File: src/rtl/wdt_pkg.sv
package wdt_pkg;
  localparam int SEL_W  = 3;
  localparam int SECS_W = 8;

  // Period lookup: strap order {A,B,C}, 1 = fitted. Unused codes give 1 s.
  function automatic logic [SECS_W-1:0] period_secs(input logic [SEL_W-1:0] sel);
    logic [SECS_W-1:0] s;
    case (sel)
      3'b111:  s = 8'd1;
      3'b011:  s = 8'd2;
      3'b101:  s = 8'd10;
      3'b001:  s = 8'd20;
      3'b110:  s = 8'd110;
      3'b010:  s = 8'd220;
      default: s = 8'd1;
    endcase
    return s;
  endfunction

  // True when the countdown is on its last second.
  function automatic logic is_last(input logic [SECS_W-1:0] c);
    return c == SECS_W'(1);
  endfunction
endpackage

File: src/rtl/wdt_addr_decode.sv
module wdt_addr_decode #(
  parameter int          ADDR_W      = 16,
  parameter logic [15:0] KICK_ADDR   = 16'h0443,
  parameter logic [15:0] DISARM_ADDR = 16'h0045
) (
  input  logic              rd,
  input  logic [ADDR_W-1:0] addr,
  output logic              kick,
  output logic              disarm
);
  localparam logic [ADDR_W-1:0] KA = ADDR_W'(KICK_ADDR);
  localparam logic [ADDR_W-1:0] DA = ADDR_W'(DISARM_ADDR);

  always_comb begin
    kick   = rd && (addr == KA);
    disarm = rd && (addr == DA);
  end
endmodule

File: src/rtl/wdt_period_lut.sv
module wdt_period_lut #(
  parameter int CNT_W = 8
) (
  input  logic [wdt_pkg::SEL_W-1:0] sel,
  output logic [CNT_W-1:0]          secs
);
  generate
    if (CNT_W >= wdt_pkg::SECS_W) begin : g_wide
      assign secs = CNT_W'(wdt_pkg::period_secs(sel));
    end else begin : g_narrow
      assign secs = wdt_pkg::period_secs(sel)[CNT_W-1:0];
    end
  endgenerate
endmodule

File: src/rtl/wdt_countdown.sv
module wdt_countdown #(
  parameter int CNT_W = 8
) (
  input  logic             clk,
  input  logic             rst,
  input  logic             kick,
  input  logic             disarm,
  input  logic             tick,
  input  logic [CNT_W-1:0] load_val,
  output logic             armed,
  output logic [CNT_W-1:0] cnt,
  output logic             expire
);
  logic last_sec;
  assign last_sec = (cnt == CNT_W'(1));
  // A kick or a disarm in the same cycle overrides the final tick.
  assign expire = armed && tick && last_sec && !kick && !disarm;

  always_ff @(posedge clk) begin
    if (rst) begin
      armed <= 1'b0;
      cnt   <= '0;
    end else if (disarm) begin
      armed <= 1'b0;
      cnt   <= '0;
    end else if (kick) begin
      armed <= 1'b1;
      cnt   <= load_val;
    end else if (expire) begin
      armed <= 1'b0;
      cnt   <= '0;
    end else if (armed && tick) begin
      cnt   <= cnt - CNT_W'(1);
    end
  end
endmodule

File: src/rtl/wdt_alarm_out.sv
module wdt_alarm_out #(
  parameter int RST_CYC = 16
) (
  input  logic clk,
  input  logic rst,
  input  logic expire,
  input  logic nmi_mode,
  output logic rst_out,
  output logic nmi_out
);
  localparam int RW = $clog2(RST_CYC + 1);
  logic [RW-1:0] rcnt;

  always_ff @(posedge clk) begin
    if (rst) begin
      rcnt    <= '0;
      nmi_out <= 1'b0;
    end else begin
      nmi_out <= expire && nmi_mode;
      if (expire && !nmi_mode)
        rcnt <= RW'(RST_CYC);
      else if (rcnt != '0)
        rcnt <= rcnt - RW'(1);
    end
  end

  assign rst_out = (rcnt != '0);
endmodule

File: src/rtl/iotrig_watchdog.sv
module iotrig_watchdog #(
  parameter int          ADDR_W      = 16,
  parameter logic [15:0] KICK_ADDR   = 16'h0443,
  parameter logic [15:0] DISARM_ADDR = 16'h0045,
  parameter int          CNT_W       = 8,
  parameter int          RST_CYC     = 16
) (
  input  logic              clk,
  input  logic              rst,
  input  logic              io_rd,
  input  logic [ADDR_W-1:0] io_addr,
  input  logic              tick_1s,
  input  logic [2:0]        period_sel,
  input  logic              nmi_mode,
  output logic              rst_out,
  output logic              nmi_out
);
  logic             kick;
  logic             disarm;
  logic             armed;
  logic             expire;
  logic [CNT_W-1:0] cnt;
  logic [CNT_W-1:0] load_val;

  wdt_addr_decode #(
    .ADDR_W(ADDR_W), .KICK_ADDR(KICK_ADDR), .DISARM_ADDR(DISARM_ADDR)
  ) u_dec (
    .rd(io_rd), .addr(io_addr), .kick(kick), .disarm(disarm)
  );

  wdt_period_lut #(.CNT_W(CNT_W)) u_lut (
    .sel(period_sel), .secs(load_val)
  );

  wdt_countdown #(.CNT_W(CNT_W)) u_cd (
    .clk(clk), .rst(rst), .kick(kick), .disarm(disarm), .tick(tick_1s),
    .load_val(load_val), .armed(armed), .cnt(cnt), .expire(expire)
  );

  wdt_alarm_out #(.RST_CYC(RST_CYC)) u_out (
    .clk(clk), .rst(rst), .expire(expire), .nmi_mode(nmi_mode),
    .rst_out(rst_out), .nmi_out(nmi_out)
  );
endmodule

File: config.mk
export PLATFORM = sky130hd
export DESIGN_NAME = iotrig_watchdog
export DESIGN_NICKNAME = d
export VERILOG_FILES = /design/src/rtl/wdt_pkg.sv /design/src/rtl/wdt_addr_decode.sv /design/src/rtl/wdt_period_lut.sv /design/src/rtl/wdt_countdown.sv /design/src/rtl/wdt_alarm_out.sv /design/src/rtl/iotrig_watchdog.sv
export SDC_FILE = /design/constraint.sdc
export NUM_CORES = 1
export LEC_CHECK = 0
export BUFFER_PORTS_ARGS = -buffer_cell sky130_fd_sc_hd__buf_2
export CORE_UTILIZATION = 50
export DETAILED_ROUTE_END_ITERATION = 12
export PLACE_DENSITY = 0.77
export SLEW_MARGIN = 20
export SYNTH_ARGS = -nofsm -noshare
export SYNTH_HDL_FRONTEND = slang
export SYNTH_SLANG_ARGS = --single-unit
export TNS_END_PERCENT = 30
File: constraint.sdc
create_clock -name clk -period 2.2 [get_ports clk]
set_input_delay 0 -clock clk [delete_from_list [all_inputs] [get_ports clk]]
set_output_delay 0 -clock clk [all_outputs]
set_load 0.01 [all_outputs]
==> Word level (Yosys, flattened, before mapping) <==
Cells that the tools add are included.
{ "totals": {"regBits": 15, "output_inout_bits": 2, "word_cells": 40} }
{ "op_classes": {"n_addsub": 2, "n_eq_ne": 8, "mux": 8, "n_reduce_logical": 17} }
{ "ops": {"columns": ["cell", "n"], "rows": [
  ["$pmux 8 s5", 1],
  ["$mux 8", 3],
  ["$eq 16x11->1 const B", 1],
  ["$eq 16x7->1 const B", 1],
  ["$mux 5", 2],
  ["$eq 8x1->1 const B", 1],
  ["$logic_and 1x1->1", 8],
  ["$sub 8x1->8 const B", 1],
  ["$eq 3x2->1 const B", 2],
  ["$eq 3x3->1 const B", 2],
  ["$reduce_bool 5->1", 1],
  ["$sub 5x1->5 const B", 1],
  ["$reduce_bool 2->1", 2],
  ["$reduce_or 2->1", 2],
  ["$eq 3x1->1 const B", 1],
  ["$logic_not 1->1", 3],
  ["$reduce_bool 3->1", 1],
  ["$mux 1", 2]
]} }

==> Depth between registers and ports, before layout <==
{ "depth": {"word_depth": 7, "ltp_mapped": 7, "mapped_depth_nobuf": 7} }

==> Hierarchy <==
Synthesis repeated with hierarchy kept, for this count alone.
{ "hier_totals": {"cells_unflattened": 121, "area_unflattened_um2": 1024.7} }
{ "modules_own_cells": {"columns": ["module", "instances", "cells_each", "area_each_um2", "seq_area_each_um2"], "rows": [
  ["wdt_countdown", 1, 67, 540.5, 180.2],
  ["wdt_alarm_out", 1, 28, 265.3, 120.1],
  ["wdt_period_lut", 1, 18, 140.1, 0.0],
  ["wdt_addr_decode", 1, 8, 78.8, 0.0]
]} }

==> Worst setup path after synthesis <==
OpenSTA, ideal clock, no wires.
{ "synth_path": {"kind": "register to register", "start": "register u_cd.cnt[2]", "end": "register u_out.rcnt[1]", "arrival_time_ns": 1.517, "required_time_ns": 2.060, "slack_ns": 0.543, "path_stages_with_launch": 6, "n_path_buf": 0, "path_cell_list": "dfxtp_1 > nor4_1 > nand4_1 > o21bai_4 > o31ai_1 > a211oi_1"} }
{ "synth_via": {"elab_chain_cells": 6} }
{ "synth_rtl": {"columns": ["element", "line", "source"], "rows": [
  ["start: declaration", "wdt_countdown.sv:11", "output logic [CNT_W-1:0] cnt,"],
  ["start signal: assignment", "wdt_countdown.sv:28", "cnt <= load_val;"],
  ["start signal: assignment", "wdt_countdown.sv:33", "cnt <= cnt - CNT_W'(1);"],
  ["$eq 8x1->1", "wdt_countdown.sv:15", "assign last_sec = (cnt == CNT_W'(1));"],
  ["$logic_and 1x1->1 (3 in a row)", "wdt_countdown.sv:17", "assign expire = armed && tick && last_sec && !kick && !disarm;"],
  ["$logic_and 1x1->1", "wdt_alarm_out.sv:20", "if (expire && !nmi_mode)"],
  ["$reduce_or 2->1 (no line)", null, null],
  ["end signal: assignment", "wdt_alarm_out.sv:21", "rcnt <= RW'(RST_CYC);"],
  ["end signal: assignment", "wdt_alarm_out.sv:23", "rcnt <= rcnt - RW'(1);"],
  ["end: declaration", "wdt_alarm_out.sv:12", "logic [RW-1:0] rcnt;"]
]} }
Every way passes these cells.
A chain may end at the register's enable or synchronous reset.

==> Worst setup path in the final report <==
Ends and elaborated chain as after synthesis.

==> impl_results.md <==
* Outcome: finished clean
* Drt total wl at 2.16 mm
* Number of instances in the synthesized netlist at 106
* Setup_tns at 0 ps
* Synthesized flop and latch total at 15
* Post-route minimum period at 1920 ps
* GRT Resource Usage Total at 24.6%
* Vias/cell at 5.80
* Arr. time, crit path at 2070 ps
* HPWL after DPL at 1.64 mm
* Max Cap Violations at 0
* Cell Area, Placed at 0.00108 mm^2
* DRC errors left at 0
* Std-Cell Core Area at 0.00173 mm^2
* Clock root buffer: sky130_fd_sc_hd__clkbuf_4
* Maximum fanout encountered on the critical timing path at 10
* Drt first-iter violations at 20
* Die span in x at 44.7 um
* Number of endpoints failing setup at the final stage at 0
* Clock slew seen by the registers of the worst setup and hold paths at 100 ps
* Fillers at 166
* Power Density at 661 mW/mm^2
* Skew-Pair Late Insertion Delay at 290 ps
* Number of synthesized flops with an enable pin at 0
* Syn_area_per_cell at 8.60 um^2
* Area overhead of the layout relative to synthesis at 23.3%
* Kind of end point of the critical path: flip-flop
* Share of layout cells above drive strength 1 at 29.0%
* Final cell area excluding filler cells at 0.00112 mm^2
* Slew Viols, Final at 0
* Worst Hold Path Cells at 3
* Dominant register cell in the synthesized netlist: sky130_fd_sc_hd__dfxtp_1
* Required time of the critical path at 2350 ps
* RSZ-0062 raised after global routing: no
* Number of clock sinks at 15
* Row count at 15
* CTS buffer count at 3
* Die area at 0.00200 mm^2
* Number of cells on the worst reg-to-reg path at 5
* Number of antenna cells inserted at 0
* Drt first pass iters at 4
* IR drop worst, VDD at 0.388 mV
* CTS tree: built
* Pin count of the biggest net entering global routing at 15
* Initial cell density of the core at 52.8%
* Leakage at 0.454 nW
* Relative slew slack at 63.1%
* Startpoint type of the worst setup path: flip-flop
* Commonest non-fill, non-tap cell in the layout: sky130_fd_sc_hd__buf_2
* Number of global-route vias before repair at 860
* Final global-route overflow total at 0
* H-tree depth at 1
* Class of the tightest hold or removal check: in -> reg
* Placed insts at 157
* Routability cong. at 0.892
* Maximum clock rate at 520 MHz
* Period Utilization, post-route at 87.4%
* Cell area after technology mapping at 912 um^2
* Yosys warns at 0
* Count of endpoints failing hold in the final timing report at 0
* Floorplan die height at 44.7 um
* Routed via count at 946
* Post-route clock skew at 11.3 ps
* Antenna violations before repair at 0
* Buffer depth of the longest clock path at 2
* Port buffer count at 25
* Post-Synthesis Net Count at 133
* Sequential element share of the synthesized area at 32.9%
* Global-route wire length before repair at 3.55 mm
* Number of distinct library cells after synthesis at 36
* DRT antenna net count at 0
* Cell Count, Final, Fillers Out at 163
* Worst-Margin Slew at 549 ps
* Post-CTS Repair Setup Buffers at 0
* NumNets Final at 166
* Drt wl/cell at 13.2 um
* Worst setup path class: reg -> reg
* # IOs at 26
* Fraction of registers with async set/reset at 0%
* Top library cells by usage in the layout, fill and taps aside: 25 x sky130_fd_sc_hd__buf_2, 15 x sky130_fd_sc_hd__dfxtp_1, 10 x sky130_fd_sc_hd__nand2_1
report_power, final:
part / internal, mW / switching [mW] / leakage [nW]
Combinational: 0.119 / 0.135 / 0.318
Sequential: 0.306 / 0.0223 / 0.122
Clock: 0.0703 / 0.0912 / 0.0150
final timing paths:
kind / slack [ps] / start / end
setup / recovery: 280 / u_cd.cnt[2] / u_out.rcnt[1]
hold / removal: 50 / tick_1s / u_cd.cnt[0]
setup reg to reg: 280 / u_cd.cnt[2] / u_out.rcnt[1]
hold reg to reg: 460 / u_out.rcnt[4] / u_out.rcnt[4]
per-layer routing:
layer  vias to the layer above  share of wire, %  GRT usage [%]  routed length [um]
met5                         -                 0              0                   0
met4                         0               1.3           9.09                  28
met3                         4               5.6           3.60                 121
met2                        33                53           47.1                1140
met1                       444                40           27.0                 872
li1                        465                 -              -                   -
logic make-up after synthesis:
family | count (synthesis) | share of synthesized area, %
compound gates | 21 | 17.8
mux | 1 | 1.23
simple gates | 52 | 34.7
fa+ha+maj | 3 | 4.12
xor+xnor | 6 | 5.76
flops | 15 | 32.9
buf+inv | 8 | 3.43
per-stage QoR:
stage	total power, mW	setup slack [ps]	hold slack, ps	utilization [%]
final	0.744	277	52.3	65.1
after global routing	0.794	57.2	51.7	65.1
after CTS	0.749	267	47.3	65.1
after detailed placement	0.586	288	178	62.5
after global placement	0.577	376	174	62.5
after floorplan	0.511	543	69.1	-
Yosys cell counts (2+ instances only):
library cell | instances | area (um^2)
sky130_fd_sc_hd__nand3b_1 | 3 | 22.5
sky130_fd_sc_hd__xor2_1 | 2 | 17.5
sky130_fd_sc_hd__inv_1 | 7 | 26.3
sky130_fd_sc_hd__nand2_1 | 10 | 37.5
sky130_fd_sc_hd__nor2_1 | 9 | 33.8
sky130_fd_sc_hd__a221oi_1 | 6 | 52.6
sky130_fd_sc_hd__a21oi_1 | 8 | 40.0
sky130_fd_sc_hd__nor4_1 | 3 | 18.8
sky130_fd_sc_hd__ha_1 | 3 | 37.5
sky130_fd_sc_hd__or3b_1 | 2 | 17.5
sky130_fd_sc_hd__nand3_1 | 3 | 15.0
sky130_fd_sc_hd__nand4_1 | 2 | 12.5
sky130_fd_sc_hd__dfxtp_1 | 15 | 300
sky130_fd_sc_hd__nor3_1 | 6 | 30.0
sky130_fd_sc_hd__xnor2_1 | 4 | 35.0
sky130_fd_sc_hd__or3_1 | 3 | 18.8
final cells by class:
| type | count | area [um^2] | area share [%] |
|---|---|---|---|
| inverter | 7 | 26.3 | 2.34 |
| clock buffer | 4 | 26.3 | 2.34 |
| sequential | 15 | 300 | 26.7 |
| tap | 25 | 31.3 | 2.78 |
| timing repair buffer | 29 | 160 | 14.2 |
| multi-input combinational | 83 | 581 | 51.6 |
critical path: stages (launching register included):
cell                       delay (ps)
sky130_fd_sc_hd__dfxtp_1          360
sky130_fd_sc_hd__nor4_1           400
sky130_fd_sc_hd__nand4_1          210
sky130_fd_sc_hd__o21bai_4         270
sky130_fd_sc_hd__o31ai_1          460
sky130_fd_sc_hd__a211oi_1          90
what timing repair did:
| item | 4_1_cts | 5_1_grt |
|---|---|---|
| hold endpoints to repair | 2 | 0 |
| hold buffers | 2 | 0 |
| resized for setup | 0 | 0 |
sequential cells by signal (all words and copies together), names as in the netlist:
signal         count
u_cd.armed         1
u_out.nmi_out      1
u_cd.cnt           8
u_out.rcnt         5
(Power assumes the default switching activity.)
